<file path="config.mk">
export PLATFORM = sky130hd
export DESIGN_NAME = secure_slot_arbiter
export DESIGN_NICKNAME = d
export VERILOG_FILES = /design/src/rtl/ssa_pkg.sv /design/src/rtl/ssa_slot_counter.sv /design/src/rtl/ssa_owner_table.sv /design/src/rtl/ssa_grant_logic.sv /design/src/rtl/secure_slot_arbiter.sv
export SDC_FILE = /design/constraint.sdc
export NUM_CORES = 1
export LEC_CHECK = 0
export BUFFER_PORTS_ARGS = -buffer_cell sky130_fd_sc_hd__buf_2
export CAP_MARGIN = 10
export CORE_AREA = 2 2 39 41
export CTS_BUF_LIST = sky130_fd_sc_hd__clkbuf_4
export CTS_CLUSTER_SIZE = 8
export DETAILED_ROUTE_END_ITERATION = 6
export DIE_AREA = 0 0 41 43
export PLACE_DENSITY = 0.36
export SYNTH_ARGS = -nofsm -noshare
export SYNTH_HDL_FRONTEND = slang
export SYNTH_HIERARCHICAL = 1
export SYNTH_SLANG_ARGS = --single-unit
export TNS_END_PERCENT = 20
</file>
<file path="constraint.sdc">
create_clock -name clk -period 1.15 [get_ports clk]
set_input_delay 0.0575 -clock clk [delete_from_list [all_inputs] [get_ports clk]]
set_output_delay 0.0575 -clock clk [all_outputs]
set_load 0.02 [all_outputs]
</file>
<file path="src/rtl/ssa_pkg.sv">
package ssa_pkg;

    typedef enum logic {
        OWN_INS = 1'b0,
        OWN_SEC = 1'b1
    } owner_e;

    typedef enum logic {
        POL_STRICT  = 1'b0,
        POL_RECYCLE = 1'b1
    } policy_e;

    typedef struct packed {
        logic sec;
        logic ins;
    } grant_t;

    function automatic int idx_width(input int n);
        return (n > 1) ? $clog2(n) : 1;
    endfunction

endpackage

</file>
<file path="src/rtl/ssa_slot_counter.sv">
module ssa_slot_counter #(
    parameter int FRAME_LEN = 3,
    localparam int IW = ssa_pkg::idx_width(FRAME_LEN)
) (
    input  logic          clk,
    input  logic          rst,
    output logic [IW-1:0] slot
);
    localparam logic [IW-1:0] LAST = IW'(FRAME_LEN - 1);

    always_ff @(posedge clk) begin
        if (rst)
            slot <= '0;
        else if (slot == LAST)
            slot <= '0;
        else
            slot <= slot + 1'b1;
    end

    p_wrap_r2: assert property (@(posedge clk) disable iff (rst)
        (slot == LAST) |=> (slot == '0));
    p_step_r2: assert property (@(posedge clk) disable iff (rst)
        (slot != LAST) |=> (slot == $past(slot) + 1'b1));
    p_in_frame_r2: assert property (@(posedge clk) disable iff (rst)
        slot <= LAST);
endmodule

</file>
<file path="src/rtl/ssa_owner_table.sv">
module ssa_owner_table #(
    parameter int                   FRAME_LEN  = 3,
    parameter logic [FRAME_LEN-1:0] OWNER_MASK = 3'b110,
    localparam int IW = ssa_pkg::idx_width(FRAME_LEN)
) (
    input  logic            [IW-1:0] slot,
    output ssa_pkg::owner_e          owner
);
    ssa_pkg::owner_e table_q [FRAME_LEN];

    for (genvar g = 0; g < FRAME_LEN; g++) begin : g_slot
        assign table_q[g] = OWNER_MASK[g] ? ssa_pkg::OWN_SEC : ssa_pkg::OWN_INS;
    end

    always_comb begin
        owner = ssa_pkg::OWN_SEC;
        for (int k = 0; k < FRAME_LEN; k++)
            if (slot == IW'(k)) owner = table_q[k];
    end
endmodule

</file>
<file path="src/rtl/ssa_grant_logic.sv">
module ssa_grant_logic (
    input  logic             clk,
    input  logic             rst,
    input  ssa_pkg::owner_e  owner,
    input  ssa_pkg::policy_e policy,
    input  logic             req_sec,
    input  logic             req_ins,
    output ssa_pkg::grant_t  gnt
);
    import ssa_pkg::*;

    always_comb begin
        gnt = '0;
        if (owner == OWN_SEC) begin
            gnt.sec = req_sec;
        end else begin
            gnt.ins = req_ins;
            gnt.sec = (policy == POL_RECYCLE) && !req_ins && req_sec;
        end
    end

    p_one_grant_r7: assert property (@(posedge clk) disable iff (rst)
        $onehot0({gnt.sec, gnt.ins}));
    p_sec_slot_closed_r6: assert property (@(posedge clk) disable iff (rst)
        (owner == OWN_SEC) |-> !gnt.ins);
    p_strict_no_borrow_r4: assert property (@(posedge clk) disable iff (rst)
        (policy == POL_STRICT && owner == OWN_INS) |-> !gnt.sec);
    p_borrow_r5: assert property (@(posedge clk) disable iff (rst)
        (policy == POL_RECYCLE && owner == OWN_INS && !req_ins && req_sec) |-> gnt.sec);
    p_ins_view_r9: assert property (@(posedge clk) disable iff (rst)
        gnt.ins == (owner == OWN_INS && req_ins));
endmodule

</file>
<file path="src/rtl/secure_slot_arbiter.sv">
module secure_slot_arbiter #(
    parameter int                   FRAME_LEN  = 3,
    parameter logic [FRAME_LEN-1:0] OWNER_MASK = 3'b110
) (
    input  logic                                        clk,
    input  logic                                        rst,
    input  logic                                        recycle_en,
    input  logic                                        req_sec,
    input  logic                                        req_ins,
    output logic [1:0]                                  grant,
    output logic                                        slot_owner_sec,
    output logic [ssa_pkg::idx_width(FRAME_LEN)-1:0]    slot_idx,
    output logic                                        idle
);
    import ssa_pkg::*;
    localparam int IW = idx_width(FRAME_LEN);

    logic [IW-1:0] slot;
    owner_e        owner;
    grant_t        gnt;
    policy_e       policy;

    assign policy = recycle_en ? POL_RECYCLE : POL_STRICT;

    ssa_slot_counter #(.FRAME_LEN(FRAME_LEN)) u_cnt (
        .clk  (clk),
        .rst  (rst),
        .slot (slot)
    );

    ssa_owner_table #(.FRAME_LEN(FRAME_LEN), .OWNER_MASK(OWNER_MASK)) u_tbl (
        .slot  (slot),
        .owner (owner)
    );

    ssa_grant_logic u_gnt (
        .clk     (clk),
        .rst     (rst),
        .owner   (owner),
        .policy  (policy),
        .req_sec (req_sec),
        .req_ins (req_ins),
        .gnt     (gnt)
    );

    assign grant          = {gnt.sec, gnt.ins};
    assign slot_owner_sec = (owner == OWN_SEC);
    assign slot_idx       = slot;
    assign idle           = !(gnt.sec || gnt.ins);

    p_owner_served_r8: assert property (@(posedge clk) disable iff (rst)
        ((slot_owner_sec && req_sec) || (!slot_owner_sec && req_ins)) |-> !idle);
    p_reset_slot_r1: assert property (@(posedge clk)
        rst |=> (slot_idx == '0));
endmodule

</file>
; After elaboration in Yosys (flattened, before gate mapping)
; Index checks and enable logic that the tools add are counted.
; Widths: inputs -> output; s select.
[word_totals]
n_memories = 0
ramBits = 0
in_bits = 5
mem_bits_ro = 0
elab_cells = 17
latch_bits = 0
reg_bits = 2
out_inout_bits = 6
[op_classes]
n_mul = 0
shift = 0
order_cmp = 0
mux = 6
reduce_logical = 7
n_eq_ne = 2
bitwise = 0
div_mod_pow = 0
addsub = 1
[ops]
columns = cell, n
row1 = $mux 1, 6
row2 = $add 2x1->2 const B, 1
row3 = $eq 2x1->1 const B, 1
row4 = $eq 2x2->1 const B, 1
row5 = $logic_and 1x1->1, 2
row6 = $logic_not 1->1, 2
row7 = $logic_not 2->1, 1
row8 = $reduce_or 2->1, 1
row9 = $logic_or 1x1->1, 1

; Depth between registers and ports, before layout
; Gate-level depths: netlist of the first run.
[logic_depth]
ltp_word = 7
depth_mapped = 3
depth_no_buf = 3

; By module
; The synthesis of the first run kept the hierarchy.
[by_module_without_submodules]
columns = module, seq_area_each_um2, cells_each, area_per_inst_um2, instances
row1 = ssa_slot_counter, 40.0, 6, 76.3, 1
row2 = ssa_grant_logic, 0.0, 3, 20.0, 1
row3 = ssa_owner_table, 0.0, 1, 6.3, 1
row4 = secure_slot_arbiter, 0.0, 1, 3.8, 1

; Least setup slack after synthesis of the first run
; OpenSTA, ideal clock, no wires.
[synth_path]
kind = register -> output
start = register u_cnt.slot[0]
end = output idle
stages_incl_launch_ff = 4
path_slack_ns = -0.249
required_ns = 1.092
path_buffers = 0
t_arrival_ns = 1.341
cell_sequence = dfxtp_1 -> or2_1 -> o21a_1 -> nor2_1
[synth_between]
elab_chain_cells = 7
[synth_rtl]
columns = element, line_no
row1 = from (decl), ssa_slot_counter.sv:7  ; output logic [IW-1:0] slot
row2 = from (signal assigned), ssa_slot_counter.sv:17  ; slot <= slot + 1'b1;
row3 = $logic_not 2->1, ssa_owner_table.sv:18  ; if (slot == IW'(k)) owner = table_q[k];
row4 = $mux 1 (2 in series), ssa_owner_table.sv:18
row5 = $mux 1 *, ssa_owner_table.sv:18
row6 = named net slot_owner_sec, secure_slot_arbiter.sv:11  ; output logic slot_owner_sec,
row7 = $mux 1 *, ssa_grant_logic.sv:14  ; if (owner == OWN_SEC) begin
row8 = named net grant[1], secure_slot_arbiter.sv:10  ; output logic [1:0] grant,
row9 = $logic_or 1x1->1 *, secure_slot_arbiter.sv:49  ; assign idle = !(gnt.sec || gnt.ins);
row10 = $logic_not 1->1 *, secure_slot_arbiter.sv:49
row11 = to (decl), secure_slot_arbiter.sv:13  ; output logic idle
; Mark *: on every way through the listed nets, which the timed path passes. The rest lies on a longest branch.

; Worst setup path in the final report of the first run
[layout_path]
start = register u_cnt.slot[0]
end = output idle
[layout_between]
elab_chain_cells = 7
[layout_rtl]
columns = element, line_no
row1 = $logic_not 2->1, ssa_owner_table.sv:18
row2 = $mux 1 (2 in series), ssa_owner_table.sv:18
row3 = $mux 1 *, ssa_owner_table.sv:18
row4 = $mux 1, ssa_grant_logic.sv:14
row5 = $logic_or 1x1->1 *, secure_slot_arbiter.sv:49
row6 = $logic_not 1->1 *, secure_slot_arbiter.sv:49
; Every way passes the cells marked *; elsewhere a longest branch is shown, timed or not.

==> impl_metrics.csv, run 1 <==
group,metric,value,unit
status,status,"finished with violations",
status,failing_checks,"negative setup slack",
worst_setup_path,start_kind,"flip-flop",
clocking,cts.htree.levels,1,
timing,timing.fmax,805,MHz
clocking,cts.root.buffer_cell,"sky130_fd_sc_hd__clkbuf_4",
worst_setup_path,critical_path.slowest_cell,"sky130_fd_sc_hd__dfxtp_2",
synth,synthCells,11,
min_path,hold_path_class,"in -> reg",
layout,largest_register_ff_count,2,
die,die_area,1760,um2
synth,largest_cells_by_area_after_synthesis,"sky130_fd_sc_hd__dfxtp_1 38%, sky130_fd_sc_hd__nor3_2 19%, sky130_fd_sc_hd__ha_1 12%",
drt,drt.antenna.violating_nets,0,
die,die_x,41,um
global_route,vias_in_the_first_global_route,144,
clocking,number_of_hold_buffers_added_after_cts,0,
layout,layout.cells.most_common,"sky130_fd_sc_hd__buf_2",
flow_run,maxCapViolations,0,
clocking,cts-buffers-inserted,3,
pwr,power.density,2010,nW/um2
worst_setup_path,critical_path.max_stage_delay,0.31,ns
worst_setup_path,timing.critical_path.arrival,1.18,ns
global_route,antenna_found_initial,0,
clocking,tritoncts_num_sinks,2,
layout,antenna_cells_inserted,0,
layout,layout.core_utilization,0.170,
die,starting_utilization_of_the_core_area,0.0769,
layout,finalNetCount,33,
clocking,cts_buffer_depth,2,
clocking,cts_tree,"done",
die,die_height,43,um
timing,setup-tns-final,-0.218,ns
worst_setup_path,critPathMaxFanout,3,
synth,syn_nets,17,
timing,tightest_slew,0.161,ns
synth,synth_top_cell_area_share,0.376,
global_route,global_route.overflow_total,0,
die,core-area,1380,um2
synth,netlist_area,106,um2
die,io-pin-count,11,
synth,yosys_warning_count,6,
layout,largest-register,"u_cnt/slot",
worst_setup_path,worst_ep_required_time,1.09,ns
synth,synth_seq_area_share,0.376,
timing,grt_setup_unrepaired,"yes",
drt,detail_route.first_pass.iterations,2,
timing,finalWorstPathRequiredPeriod,1.24,ns
timing,slew_violations,0,
clocking,clk-insertion-delay-late,0.23,ns
timing,timing.max_slew.rel_slack,0.892,
drt,drt_drc_violations_left,0,
timing,fin_skew,0.00217,ns
timing,finalHoldViolCount,0,
worst_setup_path,critPathCaptureType,"primary output",
placed_design,place_congestion,0.452,
layout,layout-drive-gt1-share,0.880,
layout,top_regs,"u_cnt/slot (2)",
drt,drt-total-wl,331,um
drt,via_cell_ratio,3.29,
timing,timing.hold.ws,0.0149,ns
pwr,static-leakage-power,0.114,nW
synth,yosys_register_bits,2,
die,num_rows,14,
worst_setup_path,timing.setup.critical_path_class,"reg -> out",
synth,syn_area_per_cell,9.67,um2
timing,layout_setup_ws,-0.0918,ns
layout,area_delta_synth_final,121,%
pwr,worst_ir_drop_vdd,299,uV
worst_setup_path,worstPathCellList,"or2_4, o21a_4, nor2_4, buf_6",
clocking,clk_transition_reported_paths,0.03,ns
synth,synth_cell_types,8,
synth,netlist.top_cell.by_area,"sky130_fd_sc_hd__dfxtp_1",
global_route,grt_max_degree,4,
layout,mostFrequentLayoutCells,"9 x sky130_fd_sc_hd__buf_2, 3 x sky130_fd_sc_hd__clkbuf_4, 2 x sky130_fd_sc_hd__nor3_2, 2 x sky130_fd_sc_hd__dfxtp_2",
timing,setup-violations-final,3,
timing,period_share,1.08,
placed_design,port_buffers,10,
drt,detail_route.wl_per_cell,8.07,um
global_route,grt_resource_usage_total,0.0532,
drt,first_iter_violations,1,
drt,via_count,135,
global_route,grt_first_pass_wirelength,503,um
cell usage after synthesis:
| cell type | instances |
|---|---|
| sky130_fd_sc_hd__inv_1 | 1 |
| sky130_fd_sc_hd__nor3_2 | 2 |
| sky130_fd_sc_hd__ha_1 | 1 |
| sky130_fd_sc_hd__dfxtp_1 | 2 |
| sky130_fd_sc_hd__o21a_1 | 1 |
| sky130_fd_sc_hd__nor2_1 | 1 |
| sky130_fd_sc_hd__nor2b_1 | 2 |
| sky130_fd_sc_hd__or2_1 | 1 |
cell families after synthesis:
logic type,synth area share
AOI/OAI and AO/OA,0.0706
and+or+nand+nor,0.400
buffers and inverters,0.0353
DFF,0.376
adders and majority gates,0.118
worst paths after layout:
check,startpoint,to,slack [ns],depth (start not counted)
max reg2reg,u_cnt/slot[0],u_cnt/slot[1],0.16,4
min,rst,u_cnt/slot[1],0.01,2
max,u_cnt/slot[0],idle,-0.09,4
min reg2reg,u_cnt/slot[0],u_cnt/slot[0],0.50,2
final cells by class:
cell class,count,area [um2]
Sequential cell,2,42.5
Fill cell,163,1150
Multi-Input combinational cell,8,82.6
Clock buffer,3,22.5
Timing Repair Buffer,11,63.8
Inverter,1,3.75
Tap cell,16,20.0
power breakdown:
part           leakage, nW  switching (W)  internal, W
clock               0.0138      0.0000413     0.000115
sequential          0.0172     0.00000857    0.0000870
combinational       0.0833       0.000120    0.0000996
total                0.114       0.000170     0.000302
worst max-delay path: cells and delay by family, from the launching register on:
| kind | cells | cell delay [ns] |
|---|---|---|
| AOI/OAI and AO/OA | 1 | 0.21 |
| buffers and inverters | 1 | 0.11 |
| DFF | 1 | 0.31 |
| and+or+nand+nor | 2 | 0.33 |
metrics by stage:
stage / cells / setup slack, ns / power [W] / instance area [um2]
4_1_cts: 41 / -0.106 / 0.000485 / 235
3_3_place_gp: 37 / 0.0744 / 0.000294 / 199
5_1_grt: 41 / -0.137 / 0.000509 / 235
3_5_place_dp: 37 / 0.0561 / 0.000300 / 199
2_1_floorplan: 11 / 0.0295 / 0.000242 / 129
6_report: 41 / -0.0918 / 0.000472 / 235
routing by layer:
metal  track usage  routed length [um]  up-vias
li1              -                   -       64
met1        0.0289                  97       54
met2        0.0688                 139       13
met3        0.0366                  72        4
met4         0.100                  22        0
met5             0                   0        -
what timing repair did:
item                       4_1_cts  5_1_grt
setup endpoints to repair        3        3
pin swaps                        3        0
gates resized for setup          2        0
buffers inserted                 1        0
No activity file was read; power rests on OpenSTA's default activity.
==> inputs of run 2 (changes only) <==
==> constraint.sdc (replaced) <==
create_clock -name clk -period 1.5 [get_ports clk]
set_input_delay 0.075 -clock clk [delete_from_list [all_inputs] [get_ports clk]]
set_output_delay 0.075 -clock clk [all_outputs]
set_load 0.02 [all_outputs]
==> run 2 against run 1 <==
  * The run now ends clean
  * Global-route usage about the same
  * Final area down 15%
  * Die area did not move
  * First-iteration DRC count rose to 3.0 times the previous value
  * Sequential power decreased by 23%
  * Register-to-register slack gained 0.37 ns
  * Combinational power down 40%
  * Sequential cell count unchanged
  * Utilization shrank 2.6 points
  * Sequential share of layout area is 2.0 points higher
  * Clock power is 24% lower
  * Non-clock buffer count down 1
==> impl_metrics.csv, run 2 (synthesis results as in run 1) <==
group,metric,value,unit
placed_design,port_buffers,10,
clocking,clk_transition_reported_paths,0.03,ns
worst_setup_path,cell_depth_of_the_worst_flop_to_flop_path,3,
drt,via_count,126,
global_route,grt_resource_usage_total,0.0531,
worst_setup_path,critPathMaxFanout,4,
layout,largest-register,"u_cnt/slot",
global_route,vias_in_the_first_global_route,134,
layout,top_regs,"u_cnt/slot (2)",
worst_setup_path,worst_ep_required_time,1.42,ns
worst_setup_path,reg2reg_slack,0.53,ns
drt,detail_route.wl_per_cell,9.18,um
global_route,grt_first_pass_wirelength,538,um
pwr,worst_ir_drop_vdd,268,uV
drt,drt-total-wl,367,um
pwr,static-leakage-power,0.101,nW
min_path,whs_endpoint,"u_cnt/slot[1]",
die,die_area,1760,um2
layout,largest_register_ff_count,2,
timing,setup-tns-final,0,ns
timing,timing.max_slew.rel_slack,0.898,
placed_design,dpl.cell_count,37,
global_route,global_route.overflow_total,0,
timing,layout_setup_ws,0.146,ns
placed_design,post-place-ws,0.383,ns
drt,first_iter_violations,3,
clocking,ctsResizeCount,0,
die,io-pin-count,11,
layout,finalNetCount,32,
worst_setup_path,critical_path.reg2reg.startpoint,"u_cnt/slot[0]",
global_route,antenna_found_initial,0,
clocking,cts.root.buffer_cell,"sky130_fd_sc_hd__clkbuf_4",
layout,antenna_cells_inserted,0,
die,starting_utilization_of_the_core_area,0.0769,
placed_design,place_hpwl,297,um
min_path,hold_depth,2,
drt,drt_drc_violations_left,0,
die,die_height,43,um
timing,setup-violations-final,0,
layout,fillerInstances,163,
clocking,tritoncts_num_sinks,2,
clocking,cts.htree.levels,1,
timing,grt_setup_unrepaired,"no",
layout,area_delta_synth_final,87.1,%
clocking,number_of_hold_buffers_added_after_cts,0,
min_path,hold_path.startpoint,"rst",
timing,fin_skew,0.00109,ns
drt,via_cell_ratio,3.15,
layout,layoutNonFillerInstCount,40,
pwr,power.density,1630,nW/um2
layout,mostFrequentLayoutCells,"10 x sky130_fd_sc_hd__buf_2, 3 x sky130_fd_sc_hd__clkbuf_4, 2 x sky130_fd_sc_hd__nor3_2, 2 x sky130_fd_sc_hd__dfxtp_1, 2 x sky130_fd_sc_hd__nor2b_1",
timing,finalWorstPathRequiredPeriod,1.35,ns
flow_run,maxCapViolations,0,
die,core-area,1380,um2
status,status,"completed",
min_path,hold_path_class,"in -> reg",
clocking,cts_setup_buffers,0,
worst_setup_path,timing.setup.critical_path_class,"reg -> out",
layout,layout.cells.most_common,"sky130_fd_sc_hd__buf_2",
worst_setup_path,critPathCaptureType,"primary output",
layout,layout.core_utilization,0.144,
global_route,grt_max_degree,5,
worst_setup_path,start_kind,"flip-flop",
clocking,clk-insertion-delay-late,0.22,ns
clocking,cts_buffer_depth,2,
die,num_rows,14,
layout,layout-drive-gt1-share,0.625,
placed_design,place_congestion,0.560,
timing,finalHoldViolCount,0,
die,die_x,41,um
worst_setup_path,rr_endpoint,"u_cnt/slot[1]",
drt,drt.antenna.violating_nets,0,
clocking,cts-buffers-inserted,3,
drt,detail_route.first_pass.iterations,4,
worst_setup_path,timing.critical_path.arrival,1.28,ns
timing,slew_violations,0,
timing,tightest_slew,0.153,ns
timing,period_share,0.903,
clocking,cts_tree,"done",
timing,timing.fmax,739,MHz
==> run 2: metrics by stage <==
step | hold slack, ns | instance area, um2 | power (W)
after global routing | 0.0379 | 199 | 0.000343
after floorplan | 0.139 | 106 | 0.000159
after detailed placement | 0.272 | 176 | 0.000206
after global placement | 0.267 | 176 | 0.000202
final | 0.0440 | 199 | 0.000324
after CTS | 0.0341 | 199 | 0.000331
==> run 2: how the worst max path moves through the flow <==
stage	start	endpoint	slack (ns)
2_1_floorplan	u_cnt/slot[0]	idle	0.08
3_3_place_gp	u_cnt/slot[0]	idle	0.41
3_5_place_dp	u_cnt/slot[0]	idle	0.38
4_1_cts	u_cnt/slot[0]	idle	0.13
5_1_grt	u_cnt/slot[0]	idle	0.08
6_report	u_cnt/slot[0]	idle	0.15
==> run 2: where the power goes <==
group | total [W] | internal [W] | switching (W)
clock network | 0.000119 | 0.0000883 | 0.0000306
registers | 0.0000734 | 0.0000645 | 0.00000882
logic | 0.000132 | 0.0000490 | 0.0000828
==> run 2: final cells by class <==
cell class | count | area (um2) | area share
Clock buffer | 3 | 22.5 | 0.113
Multi-Input combinational cell | 8 | 62.6 | 0.314
Tap cell | 16 | 20.0 | 0.101
Sequential cell | 2 | 40.0 | 0.201
Timing Repair Buffer | 10 | 50.0 | 0.252
Inverter | 1 | 3.75 | 0.0189
==> run 2: worst max-delay path: stages, from the launching register on <==
cell,delay (ns)
sky130_fd_sc_hd__dfxtp_1,0.32
sky130_fd_sc_hd__or2_1,0.27
sky130_fd_sc_hd__o21a_1,0.21
sky130_fd_sc_hd__nor2_1,0.09
sky130_fd_sc_hd__buf_2,0.17
==> run 2: per-layer routing <==
metal  global-route usage  up-vias  routed length (um)
li1                     -       62                   -
met1               0.0607       49                 166
met2               0.0469       15                 118
met3               0.0366        0                  82
met4               0.0800        0                   0
met5                    0        -                   0
==> inputs of run 3 (changes only) <==
==> constraint.sdc (replaced) <==
create_clock -name clk -period 1.3 [get_ports clk]
set_input_delay 0.065 -clock clk [delete_from_list [all_inputs] [get_ports clk]]
set_output_delay 0.065 -clock clk [all_outputs]
set_load 0.02 [all_outputs]
==> run 3 against run 2 <==
  * Register-to-register slack got worse by 0.15 ns
  * Final cell count did not move
  * Sequential share of layout area fell by 1.4 points
  * Combinational power rose by 39%
  * Highest routed layer unchanged
==> impl_metrics.csv, run 3 (synthesis results as in run 1) <==
group,metric,value,unit
layout,fillerInstances,160,
global_route,grtUsageMet1,0.0543,
timing,grt_setup_unrepaired,"yes",
global_route,globalRoute.busiestLayer,"met4",
die,die_height,43,um
timing,timing.max_slew.rel_slack,0.900,
layout,largest-register,"u_cnt/slot",
die,starting_utilization_of_the_core_area,0.0769,
die,die_x,41,um
clocking,cts_setup_buffers,0,
drt,drt-total-wl,375,um
worst_setup_path,critPathCaptureType,"primary output",
pwr,internal-power,0.000261,W
clocking,cts.htree.levels,1,
drt,via_count,122,
layout,finalNetCount,32,
layout,antenna_cells_inserted,0,
drt,drt_drc_violations_left,0,
clocking,clk-insertion-delay-late,0.22,ns
timing,setup-tns-final,0,ns
worst_setup_path,worst_ep_required_time,1.24,ns
die,io-pin-count,11,
clocking,cts.root.buffer_cell,"sky130_fd_sc_hd__clkbuf_4",
worst_setup_path,start_kind,"flip-flop",
global_route,grt_first_pass_wirelength,600,um
die,num_rows,14,
timing,timing.hold.ws,0.0248,ns
layout,mostFrequentLayoutCells,"9 x sky130_fd_sc_hd__buf_2, 3 x sky130_fd_sc_hd__clkbuf_4, 2 x sky130_fd_sc_hd__nor3_2, 2 x sky130_fd_sc_hd__dfxtp_2",
drt,detail_route.wl_per_cell,9.38,um
pwr,worst_ir_drop_vdd,235,uV
min_path,hold_path_class,"in -> reg",
status,status,"completed",
clocking,tritoncts_num_sinks,2,
drt,via_cell_ratio,3.05,
pwr,report.power.total,0.000410,W
worst_setup_path,timing.critical_path.arrival,1.20,ns
layout,final-seq-area,42.5,um2
timing,setup-violations-final,0,
clocking,cts_buffer_depth,2,
timing,fin_skew,0.000518,ns
die,die_area,1760,um2
clocking,number_of_hold_buffers_added_after_cts,0,
drt,drt.antenna.violating_nets,0,
drt,first_iter_violations,2,
layout,layout.cells.most_common,"sky130_fd_sc_hd__buf_2",
global_route,antenna_found_initial,0,
timing,period_share,0.970,
timing,tightest_slew,0.149,ns
pwr,comb_power_share,0.448,
worst_setup_path,timing.setup.critical_path_class,"reg -> out",
layout,largest_register_ff_count,2,
timing,slew_violations,0,
pwr,power.density,1800,nW/um2
global_route,vias_in_the_first_global_route,145,
placed_design,port_buffers,10,
clocking,cts_tree,"done",
layout,area_delta_synth_final,114,%
layout,multi_input_gate_area,82.6,um2
pwr,swShare,0.365,
global_route,grt_resource_usage_total,0.0591,
pwr,netSwitchingPower,0.000150,W
placed_design,place_hpwl,298,um
placed_design,post-place-ws,0.166,ns
worst_setup_path,critPathMaxFanout,3,
global_route,grt_max_degree,5,
timing,finalWorstPathRequiredPeriod,1.26,ns
timing,finalHoldViolCount,0,
worst_setup_path,reg2reg_slack,0.38,ns
timing,timing.fmax,793,MHz
clocking,clk_transition_reported_paths,0.03,ns
layout,top_regs,"u_cnt/slot (2)",
pwr,static-leakage-power,0.109,nW
pwr,power.clock.fraction,0.333,
placed_design,place_congestion,0.573,
layout,layout-drive-gt1-share,0.875,
flow_run,maxCapViolations,0,
timing,layout_setup_ws,0.0396,ns
global_route,met2_usage,0.0563,
global_route,global_route.usage.met3,0.0628,
die,core-area,1380,um2
pwr,p_seq_frac,0.219,
global_route,global_route.overflow_total,0,
clocking,cts-buffers-inserted,3,
drt,detail_route.first_pass.iterations,2,
-- run 3: metrics by stage --
| stage | std cells | utilization | area (um2) |
|---|---|---|---|
| final | 40 | 0.165 | 228 |
| after global routing | 40 | 0.165 | 228 |
| after CTS | 40 | 0.159 | 220 |
| after detailed placement | 37 | 0.135 | 186 |
| after global placement | 37 | 0.135 | 186 |
| after floorplan | 11 | - | 116 |
-- run 3: layer usage --
| layer | vias to the layer above | part of all wire |
|---|---|---|
| li1 | 63 | - |
| met1 | 48 | 0.39 |
| met2 | 11 | 0.35 |
| met3 | 0 | 0.26 |
| met4 | 0 | 0 |
| met5 | - | 0 |
-- run 3: repair_timing --
| action | 4_1_cts | 5_1_grt |
|---|---|---|
| resized for setup | 5 | 1 |
| pin swaps | 2 | 0 |
| setup endpoints to repair | 2 | 1 |
-- run 3: cell type report --
cell class | count | area share
tap | 16 | 0.0879
timing repair buffer | 10 | 0.247
clock buffer | 3 | 0.0989
sequential | 2 | 0.187
multi-input combinational | 8 | 0.363
inverter | 1 | 0.0165
-- run 3: power by group through the flow --
stage               logic [W]  clock network, W  registers [W]
CTS                  0.000180          0.000148      0.0000899
global placement     0.000160                 0      0.0000847
finish               0.000184          0.000137      0.0000899
floorplan           0.0000962                 0      0.0000995
global route         0.000205          0.000143      0.0000921
detailed placement   0.000162                 0      0.0000870
-- run 3: path summary, 6_finish.rpt --
check                                   start  cells after the start       endpoint
worst min-delay path                      rst                      2  u_cnt/slot[1]
worst min register to register  u_cnt/slot[0]                      1  u_cnt/slot[0]
worst max-delay path            u_cnt/slot[1]                      4           idle
worst max register to register  u_cnt/slot[0]                      3  u_cnt/slot[1]
-- run 3: worst max-delay path, cell delays in order, from the launching register on --
cell and delay [ns]:
sky130_fd_sc_hd__dfxtp_2 0.32, sky130_fd_sc_hd__or2_4 0.26, sky130_fd_sc_hd__o21a_4 0.21, sky130_fd_sc_hd__nor2_4 0.07, sky130_fd_sc_hd__buf_6 0.11
